## src/rtl/intr_csr_pkg.sv

```systemverilog
package intr_csr_pkg;

    localparam int XLEN    = 32;
    localparam int SEL_W   = 3;

    localparam int POS_SSW = 1;
    localparam int POS_MSW = 3;
    localparam int POS_STM = 5;
    localparam int POS_MTM = 7;
    localparam int POS_SEX = 9;
    localparam int POS_COP = 12;

    localparam int EXC_LO_TOP  = 9;
    localparam int EXC_HI_BOT  = 11;
    localparam int EXC_HI_TOP  = 15;

    typedef logic [XLEN-1:0] word_t;

    typedef enum logic [SEL_W-1:0] {
        SEL_MPEND  = 3'd0,
        SEL_MENAB  = 3'd1,
        SEL_IDELEG = 3'd2,
        SEL_EDELEG = 3'd3,
        SEL_SPEND  = 3'd4,
        SEL_SENAB  = 3'd5
    } reg_sel_e;

    typedef struct packed {
        logic m_pend;
        logic m_enab;
        logic ideleg;
        logic edeleg;
        logic s_pend;
        logic s_enab;
    } wr_strobe_t;

    function automatic word_t bit_at(input int pos);
        word_t w;
        w = '0;
        w[pos] = 1'b1;
        return w;
    endfunction

    function automatic word_t bit_range(input int lo, input int hi);
        word_t w;
        w = '0;
        for (int i = 0; i < XLEN; i++) begin
            if (i >= lo && i <= hi) w[i] = 1'b1;
        end
        return w;
    endfunction

    localparam word_t DELEG_MASK = bit_at(POS_SSW) | bit_at(POS_STM) |
                                   bit_at(POS_SEX) | bit_at(POS_COP);
    localparam word_t ENAB_MASK  = DELEG_MASK | bit_at(POS_MSW) | bit_at(POS_MTM);
    localparam word_t PSW_MASK   = bit_at(POS_SSW) | bit_at(POS_STM);
    localparam word_t PHW_MASK   = bit_at(POS_MSW) | bit_at(POS_MTM);
    localparam word_t EXC_MASK   = bit_range(0, EXC_LO_TOP) |
                                   bit_range(EXC_HI_BOT, EXC_HI_TOP);

    function automatic word_t merge_bits(input word_t keep, input word_t upd,
                                         input word_t sel_mask);
        return (keep & ~sel_mask) | (upd & sel_mask);
    endfunction

endpackage

```

## src/rtl/intr_write_decode.sv

```systemverilog
module intr_write_decode
    import intr_csr_pkg::*;
(
    input  logic [SEL_W-1:0] reg_sel,
    input  logic             wr_en,
    output wr_strobe_t       strobe
);
    always_comb begin
        strobe = '0;
        if (wr_en) begin
            case (reg_sel)
                SEL_MPEND:  strobe.m_pend = 1'b1;
                SEL_MENAB:  strobe.m_enab = 1'b1;
                SEL_IDELEG: strobe.ideleg = 1'b1;
                SEL_EDELEG: strobe.edeleg = 1'b1;
                SEL_SPEND:  strobe.s_pend = 1'b1;
                SEL_SENAB:  strobe.s_enab = 1'b1;
                default:    strobe = '0;
            endcase
        end
    end
endmodule

```

## src/rtl/intr_pending_reg.sv

```systemverilog
module intr_pending_reg
    import intr_csr_pkg::*;
(
    input  logic  clk,
    input  logic  rst,
    input  logic  m_we,
    input  logic  s_we,
    input  word_t wdata,
    input  word_t deleg,
    input  logic  msw_in,
    input  logic  mtmr_in,
    output word_t pend
);
    localparam int NSW = 2;
    localparam int SW_POS [NSW] = '{POS_SSW, POS_STM};

    logic [NSW-1:0] sw_q;
    logic           msw_q;
    logic           mtmr_q;
    word_t          cand;

    always_comb begin
        cand = pend;
        if (m_we)      cand = wdata;
        else if (s_we) cand = merge_bits(pend, wdata, deleg);
    end

    generate
        for (genvar g = 0; g < NSW; g++) begin : g_sw
            always_ff @(posedge clk) begin
                if (rst)               sw_q[g] <= 1'b0;
                else if (m_we || s_we) sw_q[g] <= cand[SW_POS[g]];
            end
        end
    endgenerate

    always_ff @(posedge clk) begin
        if (rst) begin
            msw_q  <= 1'b0;
            mtmr_q <= 1'b0;
        end else begin
            msw_q  <= msw_in;
            mtmr_q <= mtmr_in;
        end
    end

    always_comb begin
        pend          = '0;
        pend[POS_SSW] = sw_q[0];
        pend[POS_STM] = sw_q[1];
        pend[POS_MSW] = msw_q;
        pend[POS_MTM] = mtmr_q;
    end

    assert_hw_msw_R5: assert property (@(posedge clk) disable iff (rst)
        1'b1 |=> pend[POS_MSW] == $past(msw_in));
    assert_hw_mtmr_R5: assert property (@(posedge clk) disable iff (rst)
        1'b1 |=> pend[POS_MTM] == $past(mtmr_in));
    assert_sw_hold_R4: assert property (@(posedge clk) disable iff (rst)
        !(m_we || s_we) |=> ($stable(pend[POS_SSW]) && $stable(pend[POS_STM])));
    assert_sdeleg_hold_R7: assert property (@(posedge clk) disable iff (rst)
        (s_we && !m_we) |=> ((pend & PSW_MASK & ~$past(deleg)) ==
                             ($past(pend) & PSW_MASK & ~$past(deleg))));
endmodule

```

## src/rtl/intr_mask_regs.sv

```systemverilog
module intr_mask_regs
    import intr_csr_pkg::*;
(
    input  logic       clk,
    input  logic       rst,
    input  wr_strobe_t strobe,
    input  word_t      wdata,
    output word_t      enab,
    output word_t      ideleg,
    output word_t      edeleg
);
    word_t enab_q;
    word_t ideleg_q;
    word_t edeleg_q;

    always_ff @(posedge clk) begin
        if (rst) begin
            enab_q   <= '0;
            ideleg_q <= '0;
            edeleg_q <= '0;
        end else begin
            if (strobe.m_enab)
                enab_q <= wdata & ENAB_MASK;
            else if (strobe.s_enab)
                enab_q <= merge_bits(enab_q, wdata, ideleg_q) & ENAB_MASK;
            if (strobe.ideleg)
                ideleg_q <= wdata & DELEG_MASK;
            if (strobe.edeleg)
                edeleg_q <= wdata & EXC_MASK;
        end
    end

    assign enab   = enab_q;
    assign ideleg = ideleg_q;
    assign edeleg = edeleg_q;

    assert_ideleg_bits_R2: assert property (@(posedge clk) disable iff (rst)
        (ideleg & ~DELEG_MASK) == '0);
    assert_enab_bits_R3: assert property (@(posedge clk) disable iff (rst)
        (enab & ~ENAB_MASK) == '0);
    assert_edeleg_bits_R10: assert property (@(posedge clk) disable iff (rst)
        (edeleg & ~EXC_MASK) == '0);
    assert_senab_keep_R9: assert property (@(posedge clk) disable iff (rst)
        strobe.s_enab |=> ((enab & ~$past(ideleg)) == ($past(enab) & ~$past(ideleg))));
endmodule

```

## src/rtl/intr_csr_file.sv

```systemverilog
module intr_csr_file
    import intr_csr_pkg::*;
(
    input  logic             clk,
    input  logic             rst,
    input  logic [SEL_W-1:0] reg_sel,
    input  logic             wr_en,
    input  logic [XLEN-1:0]  wr_data,
    output logic [XLEN-1:0]  rd_data,
    input  logic             msw_irq_in,
    input  logic             mtmr_irq_in,
    output logic             irq_req
);
    wr_strobe_t strobe;
    word_t      pend;
    word_t      enab;
    word_t      ideleg;
    word_t      edeleg;

    intr_write_decode u_dec (
        .reg_sel (reg_sel),
        .wr_en   (wr_en),
        .strobe  (strobe)
    );

    intr_pending_reg u_pend (
        .clk     (clk),
        .rst     (rst),
        .m_we    (strobe.m_pend),
        .s_we    (strobe.s_pend),
        .wdata   (wr_data),
        .deleg   (ideleg),
        .msw_in  (msw_irq_in),
        .mtmr_in (mtmr_irq_in),
        .pend    (pend)
    );

    intr_mask_regs u_mask (
        .clk    (clk),
        .rst    (rst),
        .strobe (strobe),
        .wdata  (wr_data),
        .enab   (enab),
        .ideleg (ideleg),
        .edeleg (edeleg)
    );

    always_comb begin
        case (reg_sel)
            SEL_MPEND:  rd_data = pend;
            SEL_MENAB:  rd_data = enab;
            SEL_IDELEG: rd_data = ideleg;
            SEL_EDELEG: rd_data = edeleg;
            SEL_SPEND:  rd_data = pend & ideleg;
            SEL_SENAB:  rd_data = enab & ideleg;
            default:    rd_data = '0;
        endcase
    end

    assign irq_req = |pend;

    assert_irq_rise_R11: assert property (@(posedge clk) disable iff (rst)
        $rose(irq_req) |-> ($past(pend) == '0 && pend != '0));
    assert_irq_fall_R11: assert property (@(posedge clk) disable iff (rst)
        $fell(irq_req) |-> ($past(pend) != '0 && pend == '0));
    assert_unmapped_quiet_R12: assert property (@(posedge clk) disable iff (rst)
        (wr_en && reg_sel > 3'd5) |-> $onehot0(strobe) && strobe == '0);
endmodule

```

## config.mk

```make
export PLATFORM = sky130hd
export DESIGN_NAME = intr_csr_file
export DESIGN_NICKNAME = d
export VERILOG_FILES = /design/src/rtl/intr_csr_pkg.sv /design/src/rtl/intr_write_decode.sv /design/src/rtl/intr_pending_reg.sv /design/src/rtl/intr_mask_regs.sv /design/src/rtl/intr_csr_file.sv
export SDC_FILE = /design/constraint.sdc
export NUM_CORES = 1
export LEC_CHECK = 0
export CAP_MARGIN = 10
export CORE_MARGIN = 1.5
export CORE_UTILIZATION = 25
export CTS_BUF_LIST = sky130_fd_sc_hd__clkbuf_16
export CTS_CLUSTER_DIAMETER = 150
export DETAILED_ROUTE_END_ITERATION = 12
export GPL_ROUTABILITY_DRIVEN = 0
export SYNTH_ARGS = -nofsm -noshare
export SYNTH_HDL_FRONTEND = slang
export SYNTH_SLANG_ARGS = --single-unit
```

## constraint.sdc

```tcl
create_clock -name clk -period 1.1 [get_ports clk]
set_input_delay 0.11 -clock clk [delete_from_list [all_inputs] [get_ports clk]]
set_output_delay 0.11 -clock clk [all_outputs]
set_load 0.02 [all_outputs]
```

==> results of run 1 <==
==> what timing repair did <==
item,CTS,global route
buffers inserted,5,1
gates resized for setup,117,7
pin swaps,11,3
endpoints found under the setup margin,43,23
==> metrics by stage <==
step | hold slack (ns) | cell area [sq um]
2_1_floorplan | 0.237 | 1680
3_3_place_gp | 0.438 | 2120
3_5_place_dp | 0.440 | 2120
4_1_cts | 0.304 | 2390
5_1_grt | 0.317 | 2430
6_report | 0.306 | 2430
==> cells by family (layout without fill, tap and decap cells) <==
| group | Yosys count | after routing |
|---|---|---|
| AND/OR/NAND/NOR | 80 | 80 |
| other | 1 | 17 |
| AO/OA/AOI/OAI | 29 | 29 |
| flip-flops | 29 | 29 |
| buffers and inverters | 34 | 78 |
| multiplexers | 14 | 14 |
==> routing by layer <==
| layer | part of all wire | GRT usage | vias up | routed length [um] |
|---|---|---|---|---|
| met5 | 0 | 0 | - | 0 |
| met4 | 0.011 | 0.0462 | 0 | 44 |
| met3 | 0.034 | 0.0317 | 4 | 142 |
| met2 | 0.49 | 0.205 | 34 | 2010 |
| met1 | 0.47 | 0.161 | 652 | 1950 |
| li1 | - | - | 720 | - |
==> worst reg2reg max path, cell delays in order, from the launching register on <==
cell and delay, ns:
dfxtp_2 0.32, nand2b_4 0.14, buf_4 0.13, nand3_1 0.09, mux2i_1 0.19
==> placed cells by master (no fill, tap or decap), types with 4 or more instances in the layout <==
master	count
a21oi_1	7
a21oi_2	12
and3_1	9
buf_4	27
buf_6	9
clkbuf_16	5
clkdlybuf4s15_2	7
clkdlybuf4s50_1	18
conb_1	17
dfxtp_1	19
dfxtp_2	10
inv_1	5
mux2i_1	12
nand2_1	34
nand2_2	5
nand2b_4	4
nand3_1	4
nor2_1	6
==> power by group <==
part	switching, mW	internal, mW	total [mW]	leakage, nW
clock	0.449	0.818	1.27	0.0748
sequential	0.0142	1.08	1.09	0.240
combinational	0.234	0.213	0.447	0.713
total	0.697	2.11	2.81	1.03
==> cell type report <==
cell class	count	area [sq um]	share of cell area
tap	77	96.3	0.0397
sequential	29	593	0.244
clock inverter	3	13.8	0.00567
inverter	4	15.0	0.00618
multi-input combinational	140	973	0.401
timing repair buffer	66	612	0.252
clock buffer	5	125	0.0515
==> path summary, 6_finish.rpt <==
kind / slack, ns / to / depth (start not counted)
worst min register to register: 0.45 / u_mask.edeleg[15] / 2
worst max-delay path: -0.30 / rd_data[12] / 4
worst min-delay path: 0.31 / flip-flop / 4
worst max register to register: 0.15 / flip-flop / 4
==> flow_summary.ini, run 1 <==
[clock_network]
cts_root_buffer = clkbuf_16
ctsHoldBuffers = 0
cts_tree = done
htreeDepth = 2
clk_pin_slew_ns = 0.05
numCtsBuffers = 5
clock_sinks = 29
clock_latency_ns = 0.27
clock_path_buffers = 2

[yosys]
synth_ff_type = dfxtp_1
synth_top_family_by_area = simple AND/OR/NAND/NOR gates
synthAdderAreaFrac = 0
muxShareOfSynthArea = 0.0879
synthTopCellsByArea = dfxtp_1 (36%), buf_4 (10%), nand2_1 (8.3%)
yosysMostFrequentCell = nand2_1
ys_types = 31
synth_area_per_cell_sq_um = 8.68
synth_xor_xnor_area_share = 0
ys_seq_area_frac = 0.358
yosys.area_share.simple = 0.266
ys_ff_latch = 29
synth_top_cell_area_share = 0.358
synthArstFlopShare = 0
yosys.area.top_type = dfxtp_1
synth_edf_count = 0
synth.cell_area_sq_um = 1620
synth-compound-area-share = 0.136
synth_cells = 187
ys_warn_count = 0
synth_common_cells = nand2_1 (36), dfxtp_1 (29), buf_4 (22)

[global_routing]
grt_usage = 0.126
grt_pass1_vias = 1395
antenna_found_initial = 0
grt_max_degree = 17
grt_pass1_wl_um = 6860
overflow = 0

[pwr]
p_leak_nw = 1.03
peakVddDrop_uv = 599
p_per_area_nw_per_um2 = 1160
power_mw = 2.81

[drt]
drt_first_pass_iters = 4
vias = 1410
drt-initial-drc-count = 56
drc = 0
routed_wl_um = 4150
vias_per_cell = 4.35
final_antenna_net_count = 0
wl_per_cell_um = 12.8

[setup_path]
cp.arrival_ns = 1.29
endpoint_kind = output pin
slowest_delay_ns = 0.32
path_cells = nand2b_4, a32o_1, a22o_1, buf_6
critical_path.max_fanout = 2
critPathSlowestCell = dfxtp_2
critPathBufInv = 1
critPathLaunchType = flip-flop
r2r_start = u_mask.ideleg[1]
critical-path-top-delay-family = compound AO/OA/AOI/OAI gates
crit_required_ns = 0.99
startpoint = u_mask.ideleg[12]
path_class = flip-flop to output pin

[floorplanning]
start_util = 0.257
io_pins = 73
die-area_sq_um = 6980
die_width_um = 83.6
core_sq_um = 6310
chipHeight_um = 83.6
rows = 29

[placed_design]
dp_hpwl_um = 3000
place_inst = 311
io_buffer_count = 38
dpl_worst_slack_ns = -0.956

[finish]
fin_nets = 286
fillers = 660
final_cells = 324
drive_gt1_frac = 0.413
final_util = 0.385
antenna_cells = 0
area_growth_pct = 49.7

[sta]
fmax_ghz = 0.713
hold_viol = 0
finalSetupViolCount = 15
layout_setup_ws_ns = -0.303
setup_tns_ns = -1.83
period_share = 1.28
rsz0062_at_grt = true
drv_slew = 0
fin_worst_skew_ns = 0.00123
finalCriticalPeriod_ns = 1.40

[hold_path]
hold_class = input pin to flip-flop
min_from = reg_sel[2]

[status]
status = finished, violations left
violations = setup timing

[job]
max-cap-violations = 0
(Power assumes the default switching activity.)
==> run 2: changes to the inputs <==
CTS_CLUSTER_SIZE = 25   (was unset)
==> results of run 2 <==
The final DEF is identical to that of run 1; final timing and power are the same.
==> run 3: changes to the inputs <==
GPL_ROUTABILITY_DRIVEN = unset   (was 0)
==> results of run 3 <==
The final DEF is identical to that of run 1; final timing and power are the same.
